### src/rtl/ram_ptr_pkg.sv
package ram_ptr_pkg;
  localparam int unsigned REG_AW  = 3;
  localparam int unsigned DIR_BIT = 7;
  localparam int unsigned INC_BIT = 6;

  typedef enum logic [REG_AW-1:0] {
    OFS_PTR_HI = 3'd2,
    OFS_PTR_LO = 3'd3,
    OFS_DATA   = 3'd4
  } reg_ofs_e;

  typedef struct packed {
    logic ld_hi;
    logic ld_lo;
    logic data_rd;
    logic data_wr;
  } host_op_t;
endpackage

### src/rtl/ptr_decode.sv
module ptr_decode
  import ram_ptr_pkg::*;
(
  input  logic [REG_AW-1:0] addr_i,
  input  logic              rd_i,
  input  logic              wr_i,
  output host_op_t          op_o
);
  always_comb begin
    op_o.ld_hi   = wr_i && (addr_i == OFS_PTR_HI);
    op_o.ld_lo   = wr_i && (addr_i == OFS_PTR_LO);
    op_o.data_wr = wr_i && (addr_i == OFS_DATA);
    op_o.data_rd = rd_i && !wr_i && (addr_i == OFS_DATA);
  end
endmodule

### src/rtl/ptr_counter.sv
module ptr_counter
  import ram_ptr_pkg::*;
#(
  parameter int unsigned ADDR_W = 11,
  parameter int unsigned DATA_W = 8
) (
  input  logic              clk_i,
  input  logic              rst_ni,
  input  host_op_t          op_i,
  input  logic [DATA_W-1:0] wdata_i,
  output logic              dir_rd_o,
  output logic              inc_o,
  output logic [ADDR_W-1:0] ptr_o,
  output logic [ADDR_W-1:0] ptr_nxt_o
);
  localparam int unsigned PAGE_W = ADDR_W - DATA_W;

  logic              dir_q, inc_q;
  logic [ADDR_W-1:0] ptr_q, ptr_d;
  logic              adv;

  // step only when the access matches the set direction
  assign adv = inc_q && ((op_i.data_rd && dir_q) || (op_i.data_wr && !dir_q));

  always_comb begin
    ptr_d = ptr_q;
    if (op_i.ld_lo)      ptr_d = {ptr_q[ADDR_W-1:DATA_W], wdata_i};
    else if (op_i.ld_hi) ptr_d = {wdata_i[PAGE_W-1:0], ptr_q[DATA_W-1:0]};
    else if (adv)        ptr_d = ptr_q + ADDR_W'(1);
  end

  always_ff @(posedge clk_i or negedge rst_ni) begin
    if (!rst_ni) begin
      ptr_q <= '0;
      dir_q <= 1'b0;
      inc_q <= 1'b0;
    end else begin
      ptr_q <= ptr_d;
      if (op_i.ld_hi) begin
        dir_q <= wdata_i[DIR_BIT];
        inc_q <= wdata_i[INC_BIT];
      end
    end
  end

  assign dir_rd_o  = dir_q;
  assign inc_o     = inc_q;
  assign ptr_o     = ptr_q;
  assign ptr_nxt_o = ptr_d;
endmodule

### src/rtl/ptr_data_reg.sv
module ptr_data_reg #(
  parameter int unsigned DATA_W = 8
) (
  input  logic              clk_i,
  input  logic              rst_ni,
  input  logic              fetch_i,
  input  logic [DATA_W-1:0] ram_rdata_i,
  output logic [DATA_W-1:0] data_o
);
  always_ff @(posedge clk_i or negedge rst_ni) begin
    if (!rst_ni)      data_o <= '0;
    else if (fetch_i) data_o <= ram_rdata_i;
  end
endmodule

### src/rtl/ram_ptr_port.sv
module ram_ptr_port
  import ram_ptr_pkg::*;
#(
  parameter int unsigned ADDR_W = 11,
  parameter int unsigned DATA_W = 8
) (
  input  logic              clk_i,
  input  logic              rst_ni,
  input  logic [2:0]        addr_i,
  input  logic              rd_i,
  input  logic              wr_i,
  input  logic [DATA_W-1:0] wdata_i,
  output logic [DATA_W-1:0] rdata_o,
  output logic [ADDR_W-1:0] ram_addr_o,
  output logic [DATA_W-1:0] ram_wdata_o,
  output logic              ram_we_o,
  output logic              ram_re_o,
  input  logic [DATA_W-1:0] ram_rdata_i
);
  host_op_t          op;
  logic              dir_q, inc_q, fetch;
  logic [ADDR_W-1:0] ptr_q, ptr_nxt;
  logic [DATA_W-1:0] data_q, hi_rb;

  ptr_decode u_dec (
    .addr_i (addr_i),
    .rd_i   (rd_i),
    .wr_i   (wr_i),
    .op_o   (op)
  );

  ptr_counter #(.ADDR_W(ADDR_W), .DATA_W(DATA_W)) u_cnt (
    .clk_i     (clk_i),
    .rst_ni    (rst_ni),
    .op_i      (op),
    .wdata_i   (wdata_i),
    .dir_rd_o  (dir_q),
    .inc_o     (inc_q),
    .ptr_o     (ptr_q),
    .ptr_nxt_o (ptr_nxt)
  );

  // prefetch on pointer-low load or data read, read direction only
  assign fetch = dir_q && (op.ld_lo || op.data_rd);

  ptr_data_reg #(.DATA_W(DATA_W)) u_dat (
    .clk_i       (clk_i),
    .rst_ni      (rst_ni),
    .fetch_i     (fetch),
    .ram_rdata_i (ram_rdata_i),
    .data_o      (data_q)
  );

  assign ram_addr_o  = fetch ? ptr_nxt : ptr_q;
  assign ram_wdata_o = wdata_i;
  assign ram_we_o    = op.data_wr && !dir_q;
  assign ram_re_o    = fetch;

  always_comb begin
    hi_rb          = DATA_W'(ptr_q[ADDR_W-1:DATA_W]);
    hi_rb[DIR_BIT] = dir_q;
    hi_rb[INC_BIT] = inc_q;
  end

  always_comb begin
    case (addr_i)
      OFS_PTR_HI: rdata_o = hi_rb;
      OFS_PTR_LO: rdata_o = ptr_q[DATA_W-1:0];
      OFS_DATA:   rdata_o = data_q;
      default:    rdata_o = '0;
    endcase
  end
endmodule

### config.mk
export PLATFORM = sky130hd
export DESIGN_NAME = ram_ptr_port
export DESIGN_NICKNAME = d
export VERILOG_FILES = /design/src/rtl/ram_ptr_pkg.sv /design/src/rtl/ptr_decode.sv /design/src/rtl/ptr_counter.sv /design/src/rtl/ptr_data_reg.sv /design/src/rtl/ram_ptr_port.sv
export SDC_FILE = /design/constraint.sdc
export NUM_CORES = 1
export LEC_CHECK = 0
export ABC_CLOCK_PERIOD_IN_PS = 2400
export BUFFER_PORTS_ARGS = -buffer_cell sky130_fd_sc_hd__buf_4
export CAP_MARGIN = 0
export CORE_ASPECT_RATIO = 1.5
export CORE_MARGIN = 4
export CORE_UTILIZATION = 25
export CTS_CLUSTER_SIZE = 30
export DETAILED_ROUTE_END_ITERATION = 8
export PLACE_DENSITY = 0.55
export SYNTH_ARGS = -nofsm -noshare
export SYNTH_HDL_FRONTEND = slang
export SYNTH_HIERARCHICAL = 1
export SYNTH_SLANG_ARGS = --single-unit
### constraint.sdc
create_clock -name clk_i -period 2.4 [get_ports clk_i]
set_input_delay 0.12 -clock clk_i [delete_from_list [all_inputs] [get_ports clk_i]]
set_output_delay 0.12 -clock clk_i [all_outputs]
set_load 0.005 [all_outputs]
## Word level (Yosys, flattened, before mapping)

Index checks and enable logic that the tools add are counted.

| storage, ports and cells | value |
|---|---|
| register bits after elaboration | 21 |
| latch bits | 0 |
| RAM bits | 0 |
| ROM bits | 0 |
| output and inout bits | 29 |
| memories kept | 0 |

| operators by class | value |
|---|---|
| add/sub/neg operators | 1 |
| multiply operators | 0 |
| div/mod/pow operators | 0 |
| magnitude comparators | 0 |
| equality and inequality tests | 3 |
| shift operators | 0 |
| muxes and demuxes | 5 |
| bitwise logic cells | 0 |
| reduce and logical (&&, ||, !) cells | 13 |

Operators by type and width:

| operator | count |
|---|---|
| $mux 11 | 4 |
| $pmux 8 s3 | 1 |
| $add 11x1->11 const B | 1 |
| $logic_and 1x1->1 | 9 |
| $eq 3x2->1 const B | 2 |
| $eq 3x3->1 const B | 1 |
| $logic_not 1->1 | 2 |
| $logic_or 1x1->1 | 2 |

## Depth between registers and ports, before layout

Gate-level depths: netlist of run 1.

| depth | value |
|---|---|
| depth in word-level cells | 10 |
| depth in mapped cells | 7 |
| gate-level depth less buffers | 7 |

## Hierarchy

The synthesis of run 1 kept the hierarchy.

Modules (own cells, without submodules):

| module | instances | cells an instance | area an instance (µm²) |
|---|---|---|---|
| ptr_counter | 1 | 76 | 729.4 |
| ram_ptr_port | 1 | 40 | 380.4 |
| ptr_data_reg | 1 | 17 | 331.6 |
| ptr_decode | 1 | 5 | 45.0 |

## Worst setup path before layout of run 1

Ideal clock, no wire load.

| path | value |
|---|---|
| path kind | register to output |
| start point | register u_cnt.dir_q (netlist: u_cnt/dir_rd_o) |
| end point | output ram_addr_o[8] |
| data arrival time | 1.804 ns |
| path slack | 0.476 ns |
| stages on the path, launching flop included | 6 |
| path through | dfrtp_1 -> mux2i_1 -> or4_1 -> or4_1 -> nand3_1 -> mux2_2 |

| on the way | value |
|---|---|
| word-level cells in the longest chain between the ends | 8 |
| elaborated cells between the ends (all ways) | 10 |
| classes of those cells | 4 x mux; 6 x reduce/logical |

Ends and longest elaborated chain:

| item | RTL line | RTL |
|---|---|---|
| from (decl) | ptr_counter.sv:18 | `logic dir_q, inc_q;` |
| from (signal assigned) | ptr_counter.sv:40 | `dir_q <= wdata_i[DIR_BIT];` |
| $logic_not 1->1 | ptr_counter.sv:23 | `assign adv = inc_q && ((op_i.data_rd && dir_q) \|\| (op_i.data_wr && !dir_q));` |
| $logic_and 1x1->1 | ptr_counter.sv:23 |  |
| $logic_or 1x1->1 (*) | ptr_counter.sv:23 |  |
| $logic_and 1x1->1 (*) | ptr_counter.sv:23 |  |
| $mux 11 (*) | ptr_counter.sv:29 | `else if (adv) ptr_d = ptr_q + ADDR_W'(1);` |
| $mux 11 (*) | ptr_counter.sv:28 | `else if (op_i.ld_hi) ptr_d = {wdata_i[PAGE_W-1:0], ptr_q[DATA_W-1:0]};` |
| $mux 11 (*) | ptr_counter.sv:27 | `if (op_i.ld_lo) ptr_d = {ptr_q[ADDR_W-1:DATA_W], wdata_i};` |
| via ptr_nxt[8] | ram_ptr_port.sv:22 | `logic [ADDR_W-1:0] ptr_q, ptr_nxt;` |
| $mux 11 (*) | ram_ptr_port.sv:54 | `assign ram_addr_o = fetch ? ptr_nxt : ptr_q;` |
| to (decl) | ram_ptr_port.sv:14 | `output logic [ADDR_W-1:0] ram_addr_o,` |

The timed path passes the listed nets; every way through them passes the cells marked *.

## Worst setup path in the final report of run 1

| path | value |
|---|---|
| start point | register u_cnt.dir_q (netlist: u_cnt/dir_rd_o) |
| end point | output ram_addr_o[10] |

Same word-level chain as after synthesis.

==> results of run 1 <==
-- metrics by stage --
stage	hold WS (ns)	TNS (ns)	setup slack, ns	area [um2]
after floorplan	-0.176	0	0.476	1490
after CTS	0.0727	0	0.0183	1960
final	0.0727	0	0.0661	2020
after global routing	0.0717	-0.210	-0.0803	2020
after detailed placement	0.0276	0	0.185	1910
after global placement	0.0272	0	0.165	1910
-- state kept, by name (all words and copies together) (netlist names) --
| register | flops |
|---|---|
| u_cnt/ptr_o | 11 |
| u_cnt/dir_rd_o | 1 |
| u_dat/data_o | 8 |
| u_cnt/inc_o | 1 |
-- cells in the mapped netlist (all sizes together) (3+ instances only) --
library cell / n
clkbuf: 3
mux2: 21
o21ai: 8
nor4: 4
nand3: 4
dfrtp: 21
a22o: 5
buf: 11
nor3b: 4
xnor2: 6
o2bb2ai: 5
nor3: 3
mux2i: 7
nand2: 12
-- report_power, final --
part	total [W]	switching (W)	internal, W
Combinational	0.000572	0.000213	0.000359
Sequential	0.000565	0.0000987	0.000467
Clock	0.000242	0.000126	0.000116
-- how the worst max path moves through the flow --
stage / from / end / slack [ns]
3_3_place_gp: addr_i[1] / ram_addr_o[10] / 0.16
6_report: u_cnt/dir_rd_o / ram_addr_o[10] / 0.07
5_1_grt: u_cnt/dir_rd_o / ram_addr_o[4] / -0.08
4_1_cts: u_cnt/dir_rd_o / ram_addr_o[6] / 0.02
2_1_floorplan: u_cnt/dir_rd_o / ram_addr_o[8] / 0.48
3_5_place_dp: addr_i[1] / ram_addr_o[10] / 0.19
-- metal layers --
layer	part of all wire, %	vias up
met5	0	-
met4	1.3	0
met3	3.1	2
met2	56	26
met1	40	614
li1	-	622
-- cell type report --
cell class              count  area (um2)  area share [%]
inverters                   1        3.75           0.186
clock buffers               3        41.3            2.04
repair buffers             65         490            24.3
clock inverters             1        5.00           0.248
multi-input cells         102         861            42.6
well taps                  72        90.1            4.46
flip-flops and latches     21         529            26.2
-- layout by cell type (no fill, tap or decap), types with 3 or more instances in the layout --
| cell | n |
|---|---|
| dfrtp_1 | 18 |
| a22o_1 | 5 |
| mux2_4 | 8 |
| nor3b_1 | 3 |
| nor3_1 | 3 |
| clkbuf_8 | 3 |
| buf_4 | 64 |
| mux2_2 | 13 |
| nand3_1 | 4 |
| nor4_1 | 4 |
| o21ai_0 | 7 |
| o2bb2ai_1 | 5 |
| mux2i_1 | 7 |
| dfrtp_2 | 3 |
| xnor2_1 | 6 |
| nand2_1 | 12 |
-- timing repair --
item                                    in CTS  in global routing
resized for setup                            1                  4
pin swaps                                    0                  1
hold buffers                                 1                  0
endpoints found under the setup margin       1                  4
setup buffers                                0                  6
hold endpoints to repair                    21                  0
-- cell families (layout without fill, tap and decap cells) --
logic type	Yosys count	after routing	synth area share (%)
DFF	21	21	35.4
xor gates and xnor gates	7	7	4.12
and+or+nand+nor	45	45	19.2
muxes	28	28	22.6
buffers and inverters	15	70	7.32
AOI/OAI and AO/OA	21	21	10.5
adders and majority gates	1	1	0.842
==> impl_summary.txt, run 1 <==
----------------------------------------------------
[Clock tree]
  Number of buffers added by the clock tree synthesis step ... 3
  Number of H-tree levels ... 1
  CTS tree ... built
  Clk sink count ... 21
  Maximum number of buffers from clock root to sink ... 2
  Root Driver ... clkbuf_8
  Later-pin clock latency in the skew report ... 0.27 ns
  Reg clk slew, reported paths ... 0.09 ns

[Global routing]
  Global-route wire length before repair ... 6370 um
  Most crowded layer after global routing ... met2
  Met1 Track Usage GR ... 13.1%
  Total overflow reported by the global router ... 0
  Global routing usage on met3 ... 1.18%
  Number of global-route vias before repair ... 1241
  Global-route met2 utilization ... 20.9%
  Maximum number of pins on one net before global-route repair ... 22
  Initial antenna violation count ... 0
  Total global-route track usage ... 11.2%

[Die]
  Core outline area ... 5790 um2
  Row count ... 34
  Ports placed on the boundary ... 52
  Die Span X ... 71.0 um
  Initial Util ... 25.7%
  Die extent in y ... 102 um
  Die area ... 7270 um2

[Timing]
  Fin Clk Skew ... 0.0118 ns
  Highest attainable clock frequency ... 0.428 GHz
  Worst slew margin relative to its limit ... 64.6%
  Final max-slew violation count ... 0
  Final hold violation count ... 0
  Minimum clock period ... 2.33 ns
  Transition time at the pin with the least slew margin ... 0.530 ns
  Setup-failing EPs final ... 0
  Share of the clock period used by the worst path after layout ... 97.2%
  Setup repair after global routing missed its margin ... true

[Setup path]
  Launching point of the worst reg2reg path ... u_cnt/ptr_o[1]
  Critical path depth in cells ... 8
  Critical path's largest stage delay ... 0.45 ns
  R2R Path End ... u_cnt/ptr_o[8]
  Most numerous cell on the critical path ... buf_4
  Reg-to-reg slack, setup ... 0.64 ns
  CP Cell Sequence ... mux2i_1 -> buf_4 -> nor4_1 -> buf_4 -> nor3b_1 -> a211o_1 -> mux2_2 -> buf_4
  Cell family with most CP delay ... buffers and inverters
  Number of buffer and inverter instances along the worst setup path ... 3
  Data required time at the worst endpoint ... 2.28 ns
  Type of destination of the critical path ... output pin
  Startpoint-to-endpoint class of the critical path ... reg -> out
  Slowest stage cell on the critical path ... dfrtp_2
  Worst Reg2Reg Path Length in Cells ... 5
  CP Launch Type ... register
  Critical path arrival ... 2.21 ns
  Critical-path maximum fanout ... 7

[Worst hold path]
  Worst hold path class ... in -> reg
  Hold Path Sink ... u_dat/data_o[5]
  Number of cells traversed by the worst hold path ... 2
  Worst hold start ... ram_rdata_i[5]

[Route]
  Number of DRC markers after the initial detailed-route iteration ... 29
  Ratio of routed vias to standard cells ... 4.77
  1st-pass router iterations ... 4
  Routed Antenna Nets ... 0
  DRC ... 0
  Detailed Route WL ... 4080 um
  Detail-routed net length per standard cell ... 15.4 um
  Total vias in the final route ... 1264

[Run]
  Max-Cap Viols ... 0

[Placement]
  Detailed placer's ending HPWL ... 3120 um
  Final weighted congestion in routability-driven placement ... 0.794
  Instance count after placement with tap cells included ... 254
  Input/output buffers ... 51

[Cells and area]
  Count of antenna diodes in the layout ... 0
  Area added between synthesis and finish ... 35.9%
  Final Core Density ... 34.9%
  Nets ... 218
  Non-filler cells in the finished layout ... 265
  Share of final-layout standard cells stronger than drive strength 1 ... 51.8%
  Filler Cells Inserted ... 627

[Synthesis]
  Leading post-synthesis cells by cell area ... dfrtp_1 (35%), mux2_2 (9.8%), mux2_4 (8.1%)
  Post-synthesis net count ... 162
  Post-Syn Instances ... 138
  Top-area cell type share of the netlist area ... 35.4%
  Unique cell type count in the Yosys netlist ... 36
  Register bit count reported by yosys ... 21
  Fraction of the yosys area taken by sequential cells ... 35.4%
  Post-synth top area cell ... dfrtp_1
  Number of synthesis warnings ... 6
  Number of flops mapped to enable cells by yosys ... 0
  Post-synthesis cell area ... 1490 um2
  Post-synthesis async set-or-reset flop share ... 100%
  Synthesized area per cell ... 10.8 um2
  Post-synth top flop ... dfrtp_1

[Status]
  Run status ... finished clean

[Power and ir drop]
  Power density normalized to cell area ... 682 nW/um2
  Overall power consumption ... 0.00138 W
  Standby leakage power ... 0.908 nW
  Largest vdd supply drop ... 0.221 mV

----------------------------------------------------
(Power assumes the default switching activity.)
==> run 2, diff against run 1 <==
CORE_UTILIZATION = 50   (was 25)
PLACE_DENSITY = 0.89   (was 0.55)
==> impl_summary.txt, run 2 (synthesized netlist as in run 1, its figures left out) <==
----------------------------------------------------
[Status]
  Run status ... finished clean

[Route]
  Detail-routed net length per standard cell ... 17.0 um
  DRC ... 0
  Total vias in the final route ... 1297
  1st-pass router iterations ... 4
  Number of DRC markers after the initial detailed-route iteration ... 27
  Detailed Route WL ... 3780 um
  Ratio of routed vias to standard cells ... 5.84
  Routed Antenna Nets ... 0

[Timing]
  Highest attainable clock frequency ... 0.417 GHz
  Worst hold margin ... 0.0716 ns
  Final hold violation count ... 0
  Setup repair after global routing missed its margin ... true
  Final max-slew violation count ... 0
  Worst slew margin relative to its limit ... 68.2%
  Share of the clock period used by the worst path after layout ... 99.9%
  Setup-failing EPs final ... 0
  Fin Clk Skew ... 0.00803 ns
  Minimum clock period ... 2.40 ns
  Transition time at the pin with the least slew margin ... 0.473 ns

[Setup path]
  Critical-path maximum fanout ... 6
  CP Cell Sequence ... nand4_1 -> or4_1 -> or4_1 -> nand3_1 -> mux2_2 -> buf_4
  Critical path arrival ... 2.28 ns
  Most numerous cell on the critical path ... or4_1
  CP Launch Type ... register
  Startpoint-to-endpoint class of the critical path ... reg -> out
  Worst Reg2Reg Path Length in Cells ... 4
  Data required time at the worst endpoint ... 2.28 ns
  Critical path's largest stage delay ... 0.59 ns
  Slowest stage cell on the critical path ... or4_1
  Type of destination of the critical path ... output pin

[Global routing]
  Number of global-route vias before repair ... 1373
  Global-route wire length before repair ... 6150 um
  Maximum number of pins on one net before global-route repair ... 22
  Total overflow reported by the global router ... 0
  Initial antenna violation count ... 0
  Total global-route track usage ... 20.9%

[Power and ir drop]
  Largest vdd supply drop ... 0.380 mV
  Standby leakage power ... 0.853 nW
  Power density normalized to cell area ... 699 nW/um2

[Placement]
  Input/output buffers ... 51
  Final weighted congestion in routability-driven placement ... 0.819
  Cell area after placement ... 1840 um2
  Detailed placer's ending HPWL ... 2810 um

[Cells and area]
  Nets ... 208
  Share of final-layout standard cells stronger than drive strength 1 ... 49.7%
  Filler Cells Inserted ... 252
  Area added between synthesis and finish ... 28.3%
  Final Core Density ... 66.1%
  Area used by sequential logic in the layout ... 532 um2
  Final Cell Area ... 1910 um2
  Flip-flop count of the largest register after layout ... 11
  Most common cell after layout, fill and taps aside ... buf_4
  Area occupied by multi-input gates ... 858 um2
  Top library cells by usage in the layout, fill and taps aside ... buf_4 (54), dfrtp_1 (16), mux2_2 (13), nand2_1 (12), mux2_4 (8)
  Count of antenna diodes in the layout ... 0

[Die]
  Die Span X ... 52.5 um
  Initial Util ... 51.6%
  Die extent in y ... 74.8 um
  Core outline area ... 2880 um2
  Ports placed on the boundary ... 52
  Row count ... 24
  Die area ... 3930 um2

[Clock tree]
  Number of buffers added by the clock tree synthesis step ... 3
  CTS tree ... built
  Reg clk slew, reported paths ... 0.09 ns
  Later-pin clock latency in the skew report ... 0.27 ns
  Number of H-tree levels ... 1
  Maximum number of buffers from clock root to sink ... 2
  Root Driver ... clkbuf_8
  Clk sink count ... 21

[Worst hold path]
  Worst hold path class ... in -> reg
  Number of cells traversed by the worst hold path ... 3

[Run]
  Max-Cap Viols ... 0

----------------------------------------------------
run 2: cell types whose count changed in the layout (fill, tap and decap cells not counted), sizes merged:
cell | before | now
clkinv | 1 | 0
buf | 64 | 54
clkinvlp | 0 | 1
run 2: report_power, final:
group / switching (W) / internal, W / total [W] / leakage [nW]
Sequential: 0.000127 / 0.000469 / 0.000596 / 0.251
Clock: 0.000127 / 0.000118 / 0.000244 / 0.0217
Combinational: 0.000180 / 0.000313 / 0.000492 / 0.580
Total: 0.000433 / 0.000899 / 0.00133 / 0.853
run 2: final timing paths:
| kind | from | to | slack (ns) |
|---|---|---|---|
| max in group asynchronous | rst_ni | u_cnt/ptr_o[0] | 1.89 |
| worst min-delay path | wdata_i[6] | u_cnt/inc_o | 0.07 |
| worst max register to register | u_cnt/ptr_o[4] | u_cnt/ptr_o[8] | 0.57 |
| worst min register to register | u_dat/data_o[5] | u_dat/data_o[5] | 0.52 |
| min in group asynchronous | rst_ni | u_dat/data_o[2] | 0.27 |
| worst max-delay path | u_cnt/ptr_o[4] | ram_addr_o[8] | 0.002 |
run 2: worst max-delay path, delay by kind of cell, from the launching register on:
family	cells	cell delay, ns
and+or+nand+nor	4	1.32
muxes	1	0.15
buffers and inverters	1	0.10
DFF	1	0.44
run 2: cell type report:
| cell class | count | area share [%] |
|---|---|---|
| Tap cell | 39 | 2.56 |
| Inverter | 1 | 0.197 |
| Clock inverter | 1 | 0.394 |
| Timing Repair Buffer | 55 | 21.8 |
| Multi-Input combinational cell | 102 | 45.0 |
| Clock buffer | 3 | 2.17 |
| Sequential cell | 21 | 27.9 |
run 2: metrics by stage:
step	power (W)	setup WS, ns	TNS [ns]	std cells
after floorplan	0.000861	0.476	0	138
after global placement	0.00106	0.271	0	217
after detailed placement	0.00108	0.213	0	217
after CTS	0.00133	0.00211	0	222
after global routing	0.00141	-0.0651	-0.150	222
final	0.00133	0.00194	0	222
run 2: per-layer routing:
layer  global-route usage, %  vias to the layer above  wire length [um]  share of wire (%)
li1                        -                      602                 -                  -
met1                    23.3                      637              1430                 38
met2                    35.9                       44              2050                 54
met3                    1.98                       14               134                3.5
met4                    15.9                        0               153                4.1
met5                       0                        -                 0                  0
run 2: timing repair:
action | in CTS | in global routing
pin swaps | 0 | 1
gates resized for setup | 1 | 5
hold buffers | 1 | 0
setup buffers | 0 | 0
endpoints found under the setup margin | 1 | 5
hold endpoints to repair | 21 | 0
==> run 3, diff against run 2 <==
CTS_BUF_LIST = sky130_fd_sc_hd__clkbuf_8 sky130_fd_sc_hd__clkbuf_16   (was not set)
MAX_ROUTING_LAYER = met4   (was not set)
==> impl_summary.txt, run 3 (synthesized netlist as in run 1, its figures left out) <==
----------------------------------------------------
[Status]
  Run status ... finished clean

[Clock tree]
  Maximum number of buffers from clock root to sink ... 2
  Reg clk slew, reported paths ... 0.09 ns
  Number of buffers added by the clock tree synthesis step ... 3
  Root Driver ... clkbuf_8
  Number of H-tree levels ... 1
  CTS tree ... built
  Clk sink count ... 21
  Later-pin clock latency in the skew report ... 0.27 ns
  Number of buffers inserted by post-CTS setup repair ... 0

[Setup path]
  Critical-path maximum fanout ... 6
  Startpoint-to-endpoint class of the critical path ... reg -> out
  Type of destination of the critical path ... output pin
  Slowest stage cell on the critical path ... or4_1
  Data required time at the worst endpoint ... 2.28 ns
  CP Launch Type ... register
  CP Cell Sequence ... nand4_1 -> or4_1 -> or4_1 -> nand3_1 -> mux2_2 -> buf_4
  Reg-to-reg slack, setup ... 0.58 ns
  Critical path's largest stage delay ... 0.58 ns
  Critical path arrival ... 2.27 ns
  Most numerous cell on the critical path ... or4_1

[Route]
  Ratio of routed vias to standard cells ... 5.86
  DRC ... 0
  Routed Antenna Nets ... 0
  Total vias in the final route ... 1300
  1st-pass router iterations ... 4
  Detailed Route WL ... 3800 um
  Detail-routed net length per standard cell ... 17.1 um
  Number of DRC markers after the initial detailed-route iteration ... 20

[Global routing]
  Total global-route track usage ... 21.6%
  Global-route wire length before repair ... 6170 um
  Initial antenna violation count ... 0
  Total overflow reported by the global router ... 0
  Number of global-route vias before repair ... 1372
  Maximum number of pins on one net before global-route repair ... 22

[Timing]
  Minimum clock period ... 2.39 ns
  Worst slew margin relative to its limit ... 65.3%
  Share of the clock period used by the worst path after layout ... 99.4%
  Transition time at the pin with the least slew margin ... 0.516 ns
  Final max-slew violation count ... 0
  Worst hold margin ... 0.0718 ns
  Fin Clk Skew ... 0.00905 ns
  Highest attainable clock frequency ... 0.419 GHz
  Setup repair after global routing missed its margin ... true
  Setup-failing EPs final ... 0
  Total negative slack for setup checks ... 0 ns
  Final hold violation count ... 0

[Cells and area]
  Nets ... 208
  Filler Cells Inserted ... 252
  Top library cells by usage in the layout, fill and taps aside ... buf_4 (54), dfrtp_1 (16), mux2_2 (13), nand2_1 (12), mux2_4 (8)
  Count of antenna diodes in the layout ... 0
  Area added between synthesis and finish ... 28.3%
  Final Core Density ... 66.1%
  Most common cell after layout, fill and taps aside ... buf_4
  Flip-flop count of the largest register after layout ... 11
  Share of final-layout standard cells stronger than drive strength 1 ... 49.7%

[Die]
  Core outline area ... 2880 um2
  Die area ... 3930 um2
  Die extent in y ... 74.8 um
  Row count ... 24
  Ports placed on the boundary ... 52
  Die Span X ... 52.5 um
  Initial Util ... 51.6%

[Power and ir drop]
  Largest vdd supply drop ... 0.381 mV
  Standby leakage power ... 0.853 nW
  Power density normalized to cell area ... 699 nW/um2

[Run]
  Max-Cap Viols ... 0

[Placement]
  Input/output buffers ... 51
  Detailed placer's ending HPWL ... 2810 um
  Final weighted congestion in routability-driven placement ... 0.831

[Worst hold path]
  Worst hold path class ... in -> reg

----------------------------------------------------
==> run 3: cell counts in the layout (fill, tap and decap cells not counted) <==
Identical to the previous run, type by type.
==> run 3: final timing paths <==
kind / startpoint / to / cells past startpoint
setup / recovery: u_cnt/ptr_o[4] / ram_addr_o[8] / 6
hold / removal: wdata_i[6] / u_cnt/inc_o / 3
setup reg to reg: u_cnt/ptr_o[4] / u_cnt/ptr_o[8] / 4
hold reg to reg: u_dat/data_o[5] / u_dat/data_o[5] / 1
max in group asynchronous: rst_ni / u_cnt/ptr_o[0] / 2
min in group asynchronous: rst_ni / u_dat/data_o[2] / 2
==> run 3: worst max-delay path: cells and delay by family, from the launching register on <==
kind	cells	cell delay (ns)
multiplexers	1	0.15
AND/OR/NAND/NOR	4	1.31
flip-flops	1	0.43
buffers and inverters	1	0.10
==> run 3: timing repair <==
action | 4_1_cts | 5_1_grt
gates resized for setup | 1 | 5
pin swaps | 0 | 1
hold buffers | 1 | 0
endpoints found under the hold margin | 21 | 0
setup endpoints to repair | 1 | 5
==> run 3: through the flow <==
stage,setup WS (ns),cells,instance area (um2),power (W)
after floorplan,0.476,138,1490,0.000861
after global placement,0.271,217,1840,0.00106
final,0.0141,222,1910,0.00133
after global routing,-0.0651,222,1910,0.00141
after CTS,0.00211,222,1900,0.00133
after detailed placement,0.213,217,1840,0.00108
==> run 3: power by group <==
group / switching [W] / leakage, nW / internal [W]
Clock: 0.000126 / 0.0217 / 0.000118
Sequential: 0.000127 / 0.251 / 0.000469
Combinational: 0.000181 / 0.580 / 0.000313
==> run 3: layout make-up <==
| type | count | area [um2] | share of cell area, % |
|---|---|---|---|
| clock buffer | 3 | 41.3 | 2.17 |
| timing repair buffer | 55 | 415 | 21.8 |
| sequential | 21 | 532 | 27.9 |
| clock inverter | 1 | 7.51 | 0.394 |
| multi-input combinational | 102 | 858 | 45.0 |
| inverter | 1 | 3.75 | 0.197 |
| tap | 39 | 48.8 | 2.56 |
==> run 3: per-layer routing <==
metal  GRT usage (%)  share of wire (%)  vias up
li1                -                  -      599
met1            23.8                 37      630
met2            36.5                 53       57
met3            1.58                5.4       14
met4            14.5                4.0        0
met5               -                  0        -
